===== src/rtl/pol_pkg.sv =====
package pol_pkg;
    localparam int MAN_W     = 8;
    localparam int EXP_W     = 5;
    localparam int ADJ_MAN_W = 9;
    localparam int DIV_W     = 4;
    localparam int ACT_W     = 2;
    localparam int FRAC_W    = 8;
    // exponent at and above which an encoded value means zero
    localparam int EXP_ZERO  = 24;
    // largest non-zero value is (2^(MAN_W+1)-1) << (EXP_ZERO-1); two bits of headroom for sums
    localparam int TOK_W     = MAN_W + 1 + (EXP_ZERO - 1) + 2;
    localparam logic [1:0] BLIND_MODE = 2'd3;

    typedef logic [TOK_W-1:0] tok_t;

    typedef enum logic [1:0] {
        COL_GREEN  = 2'd0,
        COL_YELLOW = 2'd1,
        COL_RED    = 2'd2,
        COL_RSVD   = 2'd3
    } color_e;

    typedef struct packed {
        logic [MAN_W-1:0] man;
        logic [EXP_W-1:0] ex;
    } mx_t;

    typedef struct packed {
        color_e color;
        logic   drop;
    } verdict_t;

    // (1 + man/256) * 2^ex tokens, expressed in 1/256-token units
    function automatic tok_t mx_to_tok(mx_t v);
        tok_t base;
        if (v.ex >= EXP_W'(EXP_ZERO)) return '0;
        base = tok_t'({1'b1, v.man});
        return base << v.ex;
    endfunction

    function automatic logic act_drops(logic [ACT_W-1:0] code);
        return code != '0;
    endfunction
endpackage


===== src/rtl/pol_timebase.sv =====
module pol_timebase
    import pol_pkg::*;
#(
    parameter int UNIT_CYCLES = 250
) (
    input  logic             clk,
    input  logic             rst,
    input  logic [DIV_W-1:0] div,
    output logic             tick
);
    localparam int UC_W   = (UNIT_CYCLES > 1) ? $clog2(UNIT_CYCLES) : 1;
    localparam int DCNT_W = (1 << DIV_W) - 1;
    localparam logic [UC_W-1:0] UC_LAST = UC_W'(UNIT_CYCLES - 1);

    logic [UC_W-1:0]   unit_cnt;
    logic [DCNT_W-1:0] div_cnt;
    logic [DCNT_W-1:0] div_lim;
    logic              unit_end;

    always_comb begin
        unit_end = (unit_cnt == UC_LAST);
        div_lim  = ~({DCNT_W{1'b1}} << div);
        // >= keeps the interval bounded when the divider is lowered mid-count
        tick     = unit_end && (div_cnt >= div_lim);
    end

    always_ff @(posedge clk) begin
        if (rst) begin
            unit_cnt <= '0;
            div_cnt  <= '0;
        end else begin
            unit_cnt <= unit_end ? '0 : unit_cnt + 1'b1;
            if (tick)
                div_cnt <= '0;
            else if (unit_end)
                div_cnt <= div_cnt + 1'b1;
        end
    end


    unit_range_chk: assert property (@(posedge clk) disable iff (rst)
        unit_cnt <= UC_LAST);
endmodule


===== src/rtl/pol_cost.sv =====
module pol_cost
    import pol_pkg::*;
#(
    parameter int LEN_W = 16
) (
    input  logic [LEN_W-1:0]     len,
    input  logic [LEN_W-1:0]     len_off,
    input  logic                 pkt_mode,
    input  logic [ADJ_MAN_W-1:0] adj_man,
    input  logic [EXP_W-1:0]     adj_exp,
    output tok_t                 cost
);
    localparam int WIDEST = (TOK_W > LEN_W + FRAC_W) ? TOK_W : LEN_W + FRAC_W;
    localparam int ACC_W  = WIDEST + 16;
    localparam logic signed [ACC_W-1:0] ONE_TOK = ACC_W'(1) << FRAC_W;
    localparam logic signed [ACC_W-1:0] MIN_C   = ACC_W'(1);
    localparam logic signed [ACC_W-1:0] SAT_C   = $signed({{(ACC_W-TOK_W){1'b0}}, {TOK_W{1'b1}}});

    logic [LEN_W-1:0]        eff_len;
    logic signed [ACC_W-1:0] len_part;
    logic signed [ACC_W-1:0] adj_base;
    logic signed [ACC_W-1:0] adj_part;
    logic signed [ACC_W-1:0] sum;

    always_comb begin
        eff_len  = (pkt_mode || (len <= len_off)) ? '0 : len - len_off;
        len_part = $signed({{(ACC_W-LEN_W-FRAC_W){1'b0}}, eff_len, {FRAC_W{1'b0}}});
        adj_base = $signed({{(ACC_W-ADJ_MAN_W){1'b0}}, adj_man}) - ONE_TOK;
        adj_part = adj_base <<< adj_exp;
        sum      = len_part + adj_part;
        if (sum < MIN_C)
            cost = tok_t'(1);
        else if (sum > SAT_C)
            cost = '1;
        else
            cost = sum[TOK_W-1:0];
    end
endmodule


===== src/rtl/pol_bucket.sv =====
module pol_bucket
    import pol_pkg::*;
(
    input  logic clk,
    input  logic rst,
    input  tok_t cap,
    input  tok_t fill,
    input  logic refill,
    input  logic debit,
    input  tok_t cost,
    output tok_t lvl
);
    tok_t sum;

    always_comb sum = lvl + fill;

    always_ff @(posedge clk) begin
        if (rst)
            lvl <= cap;
        else if (refill)
            lvl <= (sum > cap) ? cap : sum;
        else if (debit)
            lvl <= lvl - cost;
    end


    cap_hold_chk: assert property (@(posedge clk) disable iff (rst)
        refill |=> lvl <= $past(cap));

    debit_cover_chk: assert property (@(posedge clk) disable iff (rst)
        debit |-> cost <= lvl);

    debit_drop_chk: assert property (@(posedge clk) disable iff (rst)
        (debit && !refill) |=> lvl < $past(lvl));
endmodule


===== src/rtl/trtcm_policer.sv =====
module trtcm_policer
    import pol_pkg::*;
#(
    parameter int UNIT_CYCLES = 250,
    parameter int LEN_W       = 16
) (
    input  logic                 clk,
    input  logic                 rst,
    input  logic [MAN_W-1:0]     cfg_crate_man,
    input  logic [EXP_W-1:0]     cfg_crate_exp,
    input  logic [MAN_W-1:0]     cfg_cburst_man,
    input  logic [EXP_W-1:0]     cfg_cburst_exp,
    input  logic [MAN_W-1:0]     cfg_prate_man,
    input  logic [EXP_W-1:0]     cfg_prate_exp,
    input  logic [MAN_W-1:0]     cfg_pburst_man,
    input  logic [EXP_W-1:0]     cfg_pburst_exp,
    input  logic [DIV_W-1:0]     cfg_tick_div,
    input  logic                 cfg_pkt_mode,
    input  logic [LEN_W-1:0]     cfg_len_off,
    input  logic [ADJ_MAN_W-1:0] cfg_adj_man,
    input  logic [EXP_W-1:0]     cfg_adj_exp,
    input  logic [1:0]           cfg_color_mode,
    input  logic [ACT_W-1:0]     cfg_act_green,
    input  logic [ACT_W-1:0]     cfg_act_yellow,
    input  logic [ACT_W-1:0]     cfg_act_red,
    input  logic                 pkt_valid,
    output logic                 pkt_ready,
    input  logic [LEN_W-1:0]     pkt_len,
    input  logic [1:0]           pkt_color,
    output logic                 res_valid,
    output logic [1:0]           res_color,
    output logic                 res_drop
);
    localparam int NB  = 2;
    localparam int B_C = 0;
    localparam int B_P = 1;

    tok_t           cap  [NB];
    tok_t           fill [NB];
    tok_t           lvl  [NB];
    logic [NB-1:0]  debit;
    tok_t           cost;
    logic           tick;
    logic           accept;
    logic           fits_c;
    logic           fits_p;
    color_e         in_col;
    verdict_t       verdict;
    verdict_t       res_q;

    assign cap[B_C]  = mx_to_tok(mx_t'{cfg_cburst_man, cfg_cburst_exp});
    assign fill[B_C] = mx_to_tok(mx_t'{cfg_crate_man,  cfg_crate_exp});
    assign cap[B_P]  = mx_to_tok(mx_t'{cfg_pburst_man, cfg_pburst_exp});
    assign fill[B_P] = mx_to_tok(mx_t'{cfg_prate_man,  cfg_prate_exp});

    pol_timebase #(.UNIT_CYCLES(UNIT_CYCLES)) u_tb (
        .clk  (clk),
        .rst  (rst),
        .div  (cfg_tick_div),
        .tick (tick)
    );

    pol_cost #(.LEN_W(LEN_W)) u_cost (
        .len      (pkt_len),
        .len_off  (cfg_len_off),
        .pkt_mode (cfg_pkt_mode),
        .adj_man  (cfg_adj_man),
        .adj_exp  (cfg_adj_exp),
        .cost     (cost)
    );

    for (genvar b = 0; b < NB; b++) begin : g_bkt
        pol_bucket u_bkt (
            .clk    (clk),
            .rst    (rst),
            .cap    (cap[b]),
            .fill   (fill[b]),
            .refill (tick),
            .debit  (debit[b]),
            .cost   (cost),
            .lvl    (lvl[b])
        );
    end

    assign pkt_ready = ~tick;
    assign accept    = pkt_valid && pkt_ready;

    always_comb begin
        in_col = (cfg_color_mode == BLIND_MODE) ? COL_GREEN : color_e'(pkt_color);
        fits_c = lvl[B_C] >= cost;
        fits_p = lvl[B_P] >= cost;
        case (in_col)
            COL_GREEN:  verdict.color = fits_c ? COL_GREEN : (fits_p ? COL_YELLOW : COL_RED);
            COL_YELLOW: verdict.color = fits_p ? COL_YELLOW : COL_RED;
            default:    verdict.color = COL_RED;
        endcase
        case (verdict.color)
            COL_GREEN:  verdict.drop = act_drops(cfg_act_green);
            COL_YELLOW: verdict.drop = act_drops(cfg_act_yellow);
            default:    verdict.drop = act_drops(cfg_act_red);
        endcase
        debit[B_C] = accept && (verdict.color == COL_GREEN);
        debit[B_P] = accept && (verdict.color == COL_YELLOW);
    end

    always_ff @(posedge clk) begin
        if (rst) begin
            res_valid <= 1'b0;
            res_q     <= '{color: COL_GREEN, drop: 1'b0};
        end else begin
            res_valid <= accept;
            if (accept) res_q <= verdict;
        end
    end

    assign res_color = res_q.color;
    assign res_drop  = res_q.drop;


    res_origin_chk: assert property (@(posedge clk) disable iff (rst)
        res_valid |-> $past(pkt_valid && pkt_ready));

    red_idle_chk: assert property (@(posedge clk) disable iff (rst)
        (res_valid && res_color == COL_RED) |->
            (lvl[B_C] == $past(lvl[B_C]) && lvl[B_P] == $past(lvl[B_P])));

    one_bucket_chk: assert property (@(posedge clk) disable iff (rst)
        accept |=> !(lvl[B_C] < $past(lvl[B_C]) && lvl[B_P] < $past(lvl[B_P])));

    no_yellow_chk: assert property (@(posedge clk) disable iff (rst)
        (res_valid && $past(lvl[B_P]) == '0) |-> res_color != COL_YELLOW);
endmodule


===== config.mk =====
export PLATFORM = sky130hd
export DESIGN_NAME = trtcm_policer
export DESIGN_NICKNAME = d
export VERILOG_FILES = /design/src/rtl/pol_pkg.sv /design/src/rtl/pol_timebase.sv /design/src/rtl/pol_cost.sv /design/src/rtl/pol_bucket.sv /design/src/rtl/trtcm_policer.sv
export SDC_FILE = /design/constraint.sdc
export NUM_CORES = 1
export LEC_CHECK = 0
export CAP_MARGIN = 30
export CORE_MARGIN = 2
export CORE_UTILIZATION = 40
export DETAILED_ROUTE_END_ITERATION = 6
export GPL_TIMING_DRIVEN = 0
export SYNTH_ARGS = -nofsm -noshare
export SYNTH_HDL_FRONTEND = slang
export SYNTH_SLANG_ARGS = --single-unit
export TNS_END_PERCENT = 30

===== constraint.sdc =====
create_clock -name clk -period 25.8 [get_ports clk]
set_input_delay 6.45 -clock clk [delete_from_list [all_inputs] [get_ports clk]]
set_output_delay 6.45 -clock clk [all_outputs]
set_load 0.02 [all_outputs]

==> impl_metrics.env <==
export IMPL_holdPathEnd="u_tb.unit_cnt[0]"
export IMPL_arrival_ns=11.52
export IMPL_r2r_start="g_bkt[1].u_bkt.lvl[12]"
export IMPL_synth_edff_count=68
export IMPL_p_int_mw=0.637
export IMPL_reg2reg_depth=24
export IMPL_setup_slack_ns=7.83
export IMPL_synth_distinct_cells=102
export IMPL_post_cts_setup_buffers=0
export IMPL_min_path_type="reg2reg"
export IMPL_cts_sinks=95
export IMPL_drtPass1Iterations=6
export IMPL_path_class="in2out"
export IMPL_die_y_um=220
export IMPL_setup_violations_final=0
export IMPL_clkPwrFrac_pct=10.7
export IMPL_grt_pass1_vias=18900
export IMPL_p_seq_share_pct=19.2
export IMPL_slew_headroom_pct=29.0
export IMPL_power_leakage_nw=8.71
export IMPL_mostFrequentLayoutCells="nor2_1 (254), ha_1 (252), a21oi_1 (225)"
export IMPL_comb_power_share_pct=70.1
export IMPL_antennaDiodeCount=0
export IMPL_syn_inst=2500
export IMPL_start_util_pct=40.3
export IMPL_place_area_mm2=0.0205
export IMPL_syn2layout_area_growth_pct=11.7
export IMPL_htreeDepth=3
export IMPL_yosysSeqAreaShare_pct=13.9
export IMPL_critPathMaxFanout=10
export IMPL_core_area_mm2=0.0463
export IMPL_period_minus_slack_ns=17.97
export IMPL_dieWidth_um=220
export IMPL_grt_max_degree=35
export IMPL_max_freq_mhz=55.6
export IMPL_period_share_pct=69.7
export IMPL_rsz0062_at_grt="no"
export IMPL_synthesis_area_mm2=0.0186
export IMPL_p_sw_mw=0.634
export IMPL_yosysWarningCount=0
export IMPL_cp_end_kind="primary output"
export IMPL_port_buffers=106
export IMPL_ant_nets=0
export IMPL_ios=121
export IMPL_globalRouteOverflowTotal=0
export IMPL_rows=79
export IMPL_clk_path_buf_depth=2
export IMPL_cap_violations=0
export IMPL_worst_clock_skew_ns=0.0110
export IMPL_drc=0
export IMPL_min_path_cells=1
export IMPL_drt_iter0_markers=2106
export IMPL_tightest_slew_ns=1.05
export IMPL_dp_slack_ns=7.89
export IMPL_nets=2999
export IMPL_hold_viol=0
export IMPL_grt_total_usage_pct=27.6
export IMPL_drv_slew=0
export IMPL_drive_above_1_share_pct=4.11
export IMPL_antenna_found_initial=0
export IMPL_hold_buffers=0
export IMPL_ys_seq_elements=95
export IMPL_wl_per_cell_um=21.2
export IMPL_tritoncts="built"
export IMPL_cts_root_buf="clkbuf_16"
export IMPL_status="finished clean"
export IMPL_synth_main_ff_cell="edfxtp_1"
export IMPL_vias=20000
export IMPL_final_common_cell="nor2_1"
export IMPL_cts_reportedPaths_clkPinSlew_ns=0.08
export IMPL_power_density_mw_per_mm2=61.1
export IMPL_crit_path_start_kind="input pin"
export IMPL_fillers=4776
export IMPL_wl_um=68800
export IMPL_switching_share_pct=49.9
export IMPL_reg2reg_to="g_bkt[1].u_bkt.lvl[24]"
export IMPL_synth_async_reset_ratio_pct=0
export IMPL_cts_buffers_inserted=9
export IMPL_timing_hold_ws_ns=0.478
export IMPL_regToRegSetupSlack_ns=17.88
export IMPL_final_area_mm2=0.0208
export IMPL_ir_drop_v=0.0000472
export IMPL_grt_pass1_wl_um=104000
export IMPL_place_gp_congestion=0.967
export IMPL_avgSynthCellArea_um2=7.46
export IMPL_cts_repair_resized=0
export IMPL_tns_ns=0
export IMPL_hpwlAfterDp_um=57500
export IMPL_viasPerCell=6.18
export IMPL_worstHoldStart="u_tb.unit_cnt[0]"
export IMPL_die_area_mm2=0.0483
export IMPL_clk_insertion_delay_late_ns=0.37
export IMPL_worstPathRequired_ns=19.35
[worst max-delay path, cell delays in order]
cell	delay, ns
clkdlybuf4s50_1	0.49
clkbuf_1	0.30
o21ai_0	0.13
and2_1	0.17
ha_1	0.17
a211o_1	0.28
o221ai_1	0.17
a21oi_1	0.07
o41ai_1	0.38
a31oi_1	0.39
clkinv_1	0.33
clkbuf_1	0.62
clkbuf_1	0.81
clkdlybuf4s50_1	0.76
[layout make-up]
type,instances,area [um^2],area share (%)
Tap cell,607,759,3.65
Timing Repair Buffer,110,1110,5.34
Inverter,101,379,1.82
Clock buffer,9,225,1.08
Buffer,103,433,2.08
Clock inverter,7,62.6,0.301
Multi-Input combinational cell,2205,15300,73.3
Sequential cell,95,2580,12.4
[through the flow]
stage                     total power, mW  std cells  utilization (%)
after floorplan                     0.875       2504                -
after global placement               1.10       3217             44.3
after detailed placement             1.12       3219             44.3
after CTS                            1.26       3235             45.0
after global routing                 1.37       3237             45.0
final                                1.27       3237             45.0
[power by group through the flow]
stage / Clock, mW / Combinational [mW] / Sequential [mW]
final: 0.136 / 0.891 / 0.244
after floorplan: 0 / 0.650 / 0.225
after global routing: 0.143 / 0.985 / 0.245
after CTS: 0.138 / 0.875 / 0.244
after detailed placement: 0 / 0.869 / 0.248
after global placement: 0 / 0.854 / 0.248
[per-layer routing]
layer,vias to the layer above,GRT usage (%),part of all wire [%]
li1,9615,-,-
met2,723,46.0,46
met4,0,9.37,3.5
met5,-,0,0
met1,9529,36.8,44
met3,132,3.22,6.6
[cell families after synthesis]
| group | count (synthesis) | share of synthesized area, % |
|---|---|---|
| XOR/XNOR | 156 | 7.33 |
| flip-flops | 95 | 13.9 |
| adder cells (fa/ha/maj) | 258 | 17.6 |
| buffers and inverters | 204 | 4.36 |
| other | 2 | 0.0403 |
| AND/OR/NAND/NOR | 853 | 22.5 |
| multiplexers | 75 | 4.30 |
| AO/OA/AOI/OAI | 857 | 30.0 |
[cell usage after synthesis (all sizes together), types with 10 or more instances]
cell,number,share of area (%)
and2,23,0.77
a211o,20,0.94
and3,30,1.0
mux2,18,1.1
xor2,64,3.0
a22oi,28,1.1
o211ai,15,0.60
a211oi,31,1.3
o31a,10,0.47
xnor2,92,4.3
nand2,192,3.9
a21oi,227,6.1
nor2b,41,1.4
nand4,43,1.4
or3,21,0.70
ha,252,17
o21ai,165,4.4
nor3b,10,0.46
edfxtp,68,11
nor2,255,5.2
a2111oi,11,0.52
a31oi,48,1.6
nand2b,58,1.9
o22ai,61,2.0
clkbuf,80,1.6
nand3,60,1.6
dfxtp,27,2.9
a21o,85,3.4
o31ai,12,0.51
o21bai,24,1.0
o21a,30,1.2
buf,23,0.71
nand3b,12,0.48
nor4,13,0.50
inv,96,1.9
mux2i,55,3.0
or2,27,0.91
nor3,50,1.4
[flip-flops by register name, indices dropped and copies added (netlist names)]
signal and count:
u_tb.div_cnt 15, u_tb.unit_cnt 8, res_valid 1, res_drop 1, res_color 2, g_bkt.u_bkt.lvl 68
[worst max path at each step]
stage / start / to / slack, ns / cells after the start
2_1_floorplan: cfg_tick_div[2] / pkt_ready / 10.43 / 12
3_3_place_gp: cfg_tick_div[3] / pkt_ready / 7.96 / 14
3_5_place_dp: cfg_tick_div[3] / pkt_ready / 7.89 / 14
4_1_cts: cfg_tick_div[3] / pkt_ready / 7.89 / 14
5_1_grt: cfg_tick_div[2] / pkt_ready / 7.57 / 14
6_report: cfg_tick_div[2] / pkt_ready / 7.83 / 14
Note: power is estimated with default switching activity, not from simulation.
